File: src/rtl/admit_pkg.sv
package admit_pkg;
  parameter int unsigned ADM_ID_W   = 16;
  parameter int unsigned ADM_PRIO_W = 2;

  typedef struct packed {
    logic [ADM_ID_W-1:0]   src;
    logic [ADM_ID_W-1:0]   dst;
    logic [ADM_PRIO_W-1:0] prio;
  } adm_entry_t;
endpackage

File: src/rtl/admit_slot_table.sv
module admit_slot_table
  import admit_pkg::*;
#(
  parameter int unsigned N_SLOTS = 4,
  localparam int unsigned SLOT_W = $clog2(N_SLOTS)
) (
  input  logic              clk,
  input  logic              rst_n,
  input  logic              alloc_en,
  input  adm_entry_t        alloc_entry,
  input  logic              free_en,
  input  logic [SLOT_W-1:0] free_slot,
  output logic [N_SLOTS-1:0] busy,
  output adm_entry_t        entries [N_SLOTS],
  output logic [SLOT_W-1:0] alloc_slot,
  output logic              has_free
);
  // lowest free slot
  always_comb begin
    alloc_slot = '0;
    has_free   = 1'b0;
    for (int i = N_SLOTS - 1; i >= 0; i--) begin
      if (!busy[i]) begin
        alloc_slot = SLOT_W'(i);
        has_free   = 1'b1;
      end
    end
  end

  for (genvar g = 0; g < N_SLOTS; g++) begin : g_slot
    logic take_here;
    logic drop_here;
    assign take_here = alloc_en && (alloc_slot == SLOT_W'(g));
    assign drop_here = free_en && (free_slot == SLOT_W'(g));

    always_ff @(posedge clk) begin
      if (!rst_n) begin
        busy[g]    <= 1'b0;
        entries[g] <= '0;
      end else if (take_here) begin
        busy[g]    <= 1'b1;
        entries[g] <= alloc_entry;
      end else if (drop_here) begin
        busy[g]    <= 1'b0;
      end
    end
  end


  slot_taken_chk: assert property (@(posedge clk) disable iff (!rst_n)
    alloc_en |=> busy[$past(alloc_slot)]);


  slot_freed_chk: assert property (@(posedge clk) disable iff (!rst_n)
    (free_en && !alloc_en && busy[free_slot]) |=> !busy[$past(free_slot)]);
endmodule

File: src/rtl/admit_order_check.sv
module admit_order_check
  import admit_pkg::*;
#(
  parameter int unsigned N_SLOTS = 4
) (
  input  logic                  clk,
  input  logic                  rst_n,
  input  logic [N_SLOTS-1:0]    busy,
  input  adm_entry_t            entries [N_SLOTS],
  input  logic [ADM_ID_W-1:0]   cand_src,
  input  logic [ADM_ID_W-1:0]   cand_dst,
  input  logic [ADM_PRIO_W-1:0] cand_prio,
  output logic                  conflict
);
  logic [N_SLOTS-1:0] hit;

  for (genvar g = 0; g < N_SLOTS; g++) begin : g_cmp
    assign hit[g] = busy[g]
                 && (entries[g].src == cand_src)
                 && (entries[g].dst == cand_dst)
                 && (entries[g].prio >= cand_prio);
  end

  assign conflict = |hit;


  conflict_needs_entry_chk: assert property (@(posedge clk) disable iff (!rst_n)
    conflict |-> (busy != '0));
endmodule

File: src/rtl/admit_doorbell_drain.sv
module admit_doorbell_drain #(
  parameter int unsigned N_SLOTS = 4,
  localparam int unsigned SLOT_W = $clog2(N_SLOTS)
) (
  input  logic               clk,
  input  logic               rst_n,
  input  logic               db_take,
  input  logic [N_SLOTS-1:0] busy,
  input  logic               free_en,
  input  logic [SLOT_W-1:0]  free_slot,
  output logic               pending,
  output logic               irq
);
  logic [N_SLOTS-1:0] wait_mask;
  logic [N_SLOTS-1:0] clr_vec;

  always_comb begin
    clr_vec = '0;
    if (free_en) clr_vec[free_slot] = 1'b1;
  end

  assign irq = pending && (wait_mask == '0);

  always_ff @(posedge clk) begin
    if (!rst_n) begin
      pending   <= 1'b0;
      wait_mask <= '0;
    end else if (db_take) begin
      pending   <= 1'b1;
      wait_mask <= busy & ~clr_vec;
    end else if (irq) begin
      pending   <= 1'b0;
      wait_mask <= '0;
    end else if (pending) begin
      wait_mask <= wait_mask & ~clr_vec;
    end
  end


  irq_single_pulse_chk: assert property (@(posedge clk) disable iff (!rst_n)
    irq |=> !irq);


  take_only_idle_chk: assert property (@(posedge clk) disable iff (!rst_n)
    db_take |-> !pending);


  mask_never_grows_chk: assert property (@(posedge clk) disable iff (!rst_n)
    (pending && !irq && !db_take) |=> ((wait_mask & ~$past(wait_mask)) == '0));
endmodule

File: src/rtl/inbound_admit.sv
module inbound_admit
  import admit_pkg::*;
#(
  parameter int unsigned N_SLOTS = 4,
  localparam int unsigned SLOT_W = $clog2(N_SLOTS)
) (
  input  logic                  clk,
  input  logic                  rst_n,
  input  logic                  pkt_valid,
  output logic                  pkt_ready,
  input  logic [ADM_ID_W-1:0]   pkt_src,
  input  logic [ADM_ID_W-1:0]   pkt_dst,
  input  logic [ADM_PRIO_W-1:0] pkt_prio,
  input  logic                  pkt_doorbell,
  output logic                  cmd_issue,
  output logic [SLOT_W-1:0]     cmd_slot,
  input  logic                  cpl_valid,
  input  logic [SLOT_W-1:0]     cpl_slot,
  output logic                  irq_post,
  output logic                  retry
);
  logic [N_SLOTS-1:0] busy;
  adm_entry_t         entries [N_SLOTS];
  adm_entry_t         new_entry;
  logic [SLOT_W-1:0]  alloc_slot;
  logic               has_free;
  logic               conflict;
  logic               db_pending;
  logic               db_take;
  logic               admit_ok;

  assign new_entry = '{src: pkt_src, dst: pkt_dst, prio: pkt_prio};

  admit_slot_table #(.N_SLOTS(N_SLOTS)) table_i (
    .clk         (clk),
    .rst_n       (rst_n),
    .alloc_en    (cmd_issue),
    .alloc_entry (new_entry),
    .free_en     (cpl_valid),
    .free_slot   (cpl_slot),
    .busy        (busy),
    .entries     (entries),
    .alloc_slot  (alloc_slot),
    .has_free    (has_free)
  );

  admit_order_check #(.N_SLOTS(N_SLOTS)) order_i (
    .clk       (clk),
    .rst_n     (rst_n),
    .busy      (busy),
    .entries   (entries),
    .cand_src  (pkt_src),
    .cand_dst  (pkt_dst),
    .cand_prio (pkt_prio),
    .conflict  (conflict)
  );

  admit_doorbell_drain #(.N_SLOTS(N_SLOTS)) drain_i (
    .clk       (clk),
    .rst_n     (rst_n),
    .db_take   (db_take),
    .busy      (busy),
    .free_en   (cpl_valid),
    .free_slot (cpl_slot),
    .pending   (db_pending),
    .irq       (irq_post)
  );

  assign admit_ok  = has_free && !conflict;
  assign pkt_ready = pkt_doorbell ? 1'b1 : admit_ok;
  assign cmd_issue = pkt_valid && !pkt_doorbell && admit_ok;
  assign cmd_slot  = alloc_slot;
  assign db_take   = pkt_valid && pkt_doorbell && !db_pending;
  assign retry     = pkt_valid && pkt_doorbell && db_pending;


  full_blocks_chk: assert property (@(posedge clk) disable iff (!rst_n)
    (pkt_valid && !pkt_doorbell && ($countones(busy) == N_SLOTS)) |-> !pkt_ready);


  conflict_blocks_chk: assert property (@(posedge clk) disable iff (!rst_n)
    (pkt_valid && conflict) |-> !cmd_issue);


  doorbell_no_cmd_chk: assert property (@(posedge clk) disable iff (!rst_n)
    (pkt_valid && pkt_doorbell) |-> (pkt_ready && !cmd_issue));


  retry_keeps_pending_chk: assert property (@(posedge clk) disable iff (!rst_n)
    (retry && !irq_post) |=> db_pending);
endmodule

File: config.mk
export PLATFORM = sky130hd
export DESIGN_NAME = inbound_admit
export DESIGN_NICKNAME = d
export VERILOG_FILES = /design/src/rtl/admit_pkg.sv /design/src/rtl/admit_slot_table.sv /design/src/rtl/admit_order_check.sv /design/src/rtl/admit_doorbell_drain.sv /design/src/rtl/inbound_admit.sv
export SDC_FILE = /design/constraint.sdc
export NUM_CORES = 1
export LEC_CHECK = 0
export CORE_ASPECT_RATIO = 1.4
export CORE_MARGIN = 2
export CORE_UTILIZATION = 35
export DETAILED_ROUTE_END_ITERATION = 12
export PLACE_DENSITY = 0.52
export SLEW_MARGIN = 20
export SYNTH_ARGS = -nofsm -noshare
export SYNTH_HDL_FRONTEND = slang
export SYNTH_SLANG_ARGS = --single-unit
File: constraint.sdc
create_clock -name clk -period 2.5 [get_ports clk]
set_input_delay 0.5 -clock clk [delete_from_list [all_inputs] [get_ports clk]]
set_output_delay 0.5 -clock clk [all_outputs]
set_load 0.05 [all_outputs]
# Word-level counts from Yosys, hierarchy flattened
# Cells that the tools add are included.
# classes
reduce_logical	41
bitwise_logic	3
eq_ne	14
order_cmp	6
n_mux	25
# ops
op	n
== test 16 bit	8
logical AND 1 bit	28
2-to-1 mux 1 bit	16
2-to-1 mux 4 bit	4
nonzero test 2 bit	5
AND 4 bit	2
== test 2 bit, second input constant	4
greater-or-equal comparator 2 bit	4
2-to-1 mux 2 bit	4
== test 2 x 1 -> 1 bit, second input constant	2
logical NOT 2 bit	2
logical NOT 4 bit	1
inverter 4 bit	1
OR reduction 4 bit	1
logical NOT 1 bit	3
< comparator 2 x 3 -> 1 bit, second input constant	1
nonzero test 3 bit	1
demux 1 bit (select 2 bit)	1
greater-or-equal comparator 2 x 1 -> 1 bit, second input constant	1
# word_totals
ff_bits	145
input_bits	41
elab_cells	107
out_inout_bits	6

# Logic depth before layout (Yosys ltp)
# logic_depth
ltp_word	10
mapped_depth	11
ltp_nobuf	9

# By module
# A second synthesis with hierarchy kept.
# hier_totals
cells_unflattened	843
area_unflattened_um2	7404.6
# modules_own_cells
mod	area_each_um2	seq_area_each_um2	n_inst	cells_per_inst
admit_slot_table	5258.8	2802.7	1	582
admit_order_check	1879.3	0.0	1	234
admit_doorbell_drain	226.5	100.1	1	21
inbound_admit	40.0	0.0	1	6

# Worst setup path after synthesis
# No wires, ideal clock.
# synth_timing
kind	input to output
startpoint	input pkt_prio[0]
endpoint	output cmd_issue
path_stages	7
t_arrival_ps	2364
t_required_ps	2000
path_buffers	0
slack_ps	-364
cell_sequence	ha_1 -> nand2b_1 -> a21oi_1 -> nor4_1 -> nand3_2 -> nand3_4 -> nor3_1
# synth_via
elab_chain_len	6
elab_cells_between_ends	12
cone_classes	4 x order compare; 8 x reduce/logical
# synth_lines
item	line	text
from (decl)	inbound_admit.sv:13	input logic [ADM_PRIO_W-1:0] pkt_prio,
greater-or-equal comparator 2 bit	admit_order_check.sv:21	&& (entries[g].prio >= cand_prio);
logical AND 1 bit	admit_order_check.sv:21	
OR reduction 4 bit (*)	admit_order_check.sv:24	assign conflict = |hit;
logical NOT 1 bit (*)	inbound_admit.sv:69	assign admit_ok = has_free && !conflict;
logical AND 1 bit (*)	inbound_admit.sv:69	
logical AND 1 bit (*)	inbound_admit.sv:71	assign cmd_issue = pkt_valid && !pkt_doorbell && admit_ok;
to (decl)	inbound_admit.sv:15	output logic cmd_issue,
# Every way passes the cells marked *; elsewhere a longest branch is shown, timed or not.

# Final worst setup path
# layout_timing
startpoint	register table_i.entries[134] (netlist name)
endpoint	output cmd_issue
# layout_via
elab_chain_len	8
# layout_lines
item	line	text
== test 16 bit	admit_order_check.sv:19	&& (entries[g].src == cand_src)
logical AND 1 bit	admit_order_check.sv:19	
logical AND 1 bit	admit_order_check.sv:20	&& (entries[g].dst == cand_dst)
logical AND 1 bit	admit_order_check.sv:21	
OR reduction 4 bit	admit_order_check.sv:24	
logical NOT 1 bit	inbound_admit.sv:69	
logical AND 1 bit	inbound_admit.sv:69	
logical AND 1 bit	inbound_admit.sv:71	
# Every way passes these cells.

==> flow_summary.json <==
{
  "critical_path_required_ns": 2.00,
  "synth_top_area_share_pct": 40.0,
  "drv_slew": 0,
  "syn_inst": 770,
  "cp-end-kind": "output port",
  "cap_viol_max_count": 0,
  "arrival_ns": 2.18,
  "start_util_pct": 35.5,
  "cts_tree": "done",
  "avgSynthCellArea_sq_um": 9.42,
  "worstMarginPinSlew_ns": 0.598,
  "drt-wirelength-per-cell_microns": 18.0,
  "wl_met2_mm": 10.5,
  "powerDensity_nw_per_um2": 601,
  "cts_sinks": 145,
  "clk_latency_ns": 0.43,
  "clock_path_buffers": 2,
  "htree_levels": 4,
  "grt_pass1_vias": 5431,
  "hold_violations": 0,
  "whs_ns": 0.454,
  "synth-seq-area-share_pct": 40.0,
  "synth_commonest_cells": "nand2_1 (176), dfxtp_1 (145), mux2i_1 (136), xnor2_1 (116), nand4_1 (29)",
  "grt_max_degree": 67,
  "drive_gt1_share_pct": 23.0,
  "grt_overflow_total": 0,
  "synthTopCellsByArea": "dfxtp_1 (40%), mux2i_1 (19%), xnor2_1 (14%), nand2_1 (9.1%), nand4_1 (2.5%)",
  "critPathLaunchType": "flip-flop",
  "fin_cells": 1117,
  "vias_per_cell": 4.83,
  "firstDrtPassIters": 6,
  "fin_nets": 899,
  "top_layer": "met4",
  "wl_met3_microns": 587,
  "grt_antenna_before_repair": 0,
  "finClkSkew_ns": 0.0116,
  "io_buffers": 46,
  "post-place-ws_ns": -0.726,
  "synth_edf_count": 0,
  "relSlewSlack_pct": 60.0,
  "yosys.cell_count.top_type": "nand2_1",
  "worst-setup-path-type": "reg2out",
  "rsz0062_at_grt": "true",
  "syn_nets": 819,
  "fin_ws_ns": -0.176,
  "yosysWarnings": 0,
  "min_period_ns": 2.68,
  "ios": 47,
  "die_w_microns": 126,
  "vias": 5398,
  "clkTransAtPathRegs_ns": 0.06,
  "grt_pass1_wl_mm": 30.9,
  "ys_ff_latch": 145,
  "holdBufCountCts": 0,
  "ant_nets": 0,
  "stdcell_area_sq_um": 9470,
  "drc": 0,
  "post-synth-top-area-cell": "dfxtp_1",
  "fp.dieArea_sq_um": 21900,
  "antennaDiodeCount": 0,
  "fillers": 1940,
  "dp.cells": 1075,
  "syn_area_sq_um": 7250,
  "status": "finished with violations",
  "async_flop_share_pct": 0,
  "cp_max_fo": 3,
  "wl_mm": 20.1,
  "peakVddDrop_uv": 487,
  "violations": "setup timing",
  "placed_area_sq_um": 8280,
  "grt_usage_pct": 18.6,
  "drtIter0Drc": 310,
  "std_cell_rows": 62,
  "place.gp.congestion": 0.822,
  "setup_violations": 3,
  "cts_made_buffers": 17,
  "fmax_mhz": 374,
  "syn_to_final_growth_pct": 30.6,
  "hpwl_mm": 14.3,
  "min_path_type": "in2reg",
  "utilization_pct": 46.4,
  "ys_types": 34,
  "design.core.area_sq_um": 20400,
  "synth-main-ff-cell": "dfxtp_1",
  "wl_met1_mm": 8.48,
  "post-route-period-util_pct": 107,
  "cts-root-buf": "clkbuf_16",
  "p_leak_nw": 3.64,
  "fp.dieH_microns": 174
}
==> worst max-delay path, cell delays in order, from the launching register on <==
cell	delay (ns)
dfxtp_1	0.33
xnor2_2	0.18
nand4_1	0.20
nor4_2	0.25
buf_4	0.16
nand4_1	0.14
o21ai_4	0.25
nor3_2	0.07
buf_6	0.16
==> cell type report <==
type	instances	area [sq um]	share of cell area (%)
Multi-Input combinational cell	548	4310	45.5
Sequential cell	145	2910	30.8
Timing Repair Buffer	127	1300	13.7
Clock buffer	24	482	5.09
Tap cell	256	320	3.38
Clock inverter	6	105	1.11
Inverter	11	41.3	0.436
==> cell usage in the layout (no fill, tap or decap), types with 3 or more instances in the layout <==
cell type / instances
nand2_1: 176
dfxtp_1: 138
mux2i_1: 136
xnor2_1: 83
buf_4: 57
xnor2_2: 33
nand4_1: 29
clkbuf_16: 20
dlygate4sd2_1: 16
buf_12: 14
xor2_1: 11
buf_6: 11
inv_1: 9
ha_1: 7
clkbuf_2: 7
clkdlybuf4s15_2: 7
dfxtp_2: 7
nor2_1: 5
a21oi_1: 5
nor3_2: 5
nand3_1: 5
clkdlybuf4s50_1: 5
nand2b_1: 4
nor4_2: 4
or3_1: 4
o21ai_0: 4
clkbuf_1: 4
nor3_1: 3
nand2b_4: 3
nor3_4: 3
clkbuf_8: 3
bufinv_16: 3
clkinv_2: 3
dlymetal6s2s_1: 3
==> registers in the layout, summed over array words and instances, names as in the netlist <==
name / cells
table_i.entries: 136
drain_i.wait_mask: 4
table_i.busy: 4
drain_i.pending: 1
==> cells by family (layout without fill, tap and decap cells) <==
family          count (synthesis)  after routing  synth area share [%]
compound gates                 26             26                  2.19
xor+xnor                      128            128                  15.5
fa+ha+maj                       8              8                  1.38
buf+inv                        77            168                  6.78
flops                         145            145                  40.0
mux                           136            136                  18.8
simple gates                  250            250                  15.4
==> final timing paths <==
path                             start  cells past startpoint                   to  slack, ns
hold reg to reg     table_i.entries[0]                      2   table_i.entries[0]       0.46
hold / removal             pkt_prio[1]                      3  table_i.entries[69]       0.45
setup / recovery  table_i.entries[134]                      8            cmd_issue      -0.18
setup reg to reg    table_i.entries[0]                     12  table_i.entries[81]          0
==> routing by layer <==
layer  GRT usage [%]  up-vias
met3            3.14       29
met5               0        -
met2            33.2       81
met4            6.57        0
li1                -     2712
met1            22.2     2576
==> what timing repair did <==
item / CTS / global route
buffers inserted: 8 / 1
gates resized for setup: 107 / 48
setup endpoints to repair: 139 / 129
gates cloned: 1 / 3
pin swaps: 33 / 19
==> report_power, final <==
| part | internal (mW) | switching, mW | leakage (nW) | total (mW) |
|---|---|---|---|---|
| sequential | 2.36 | 0.0381 | 1.18 | 2.40 |
| clock | 1.63 | 0.970 | 0.290 | 2.60 |
| combinational | 0.326 | 0.367 | 2.18 | 0.693 |
| total | 4.32 | 1.37 | 3.64 | 5.69 |
==> stage by stage <==
stage,total power [mW],TNS [ns]
finish,5.69,-0.353
global route,5.89,-11.22
CTS,5.72,-0.366
detailed placement,3.07,-90.36
global placement,3.07,-86.20
floorplan,2.82,0
(Power assumes the default switching activity.)
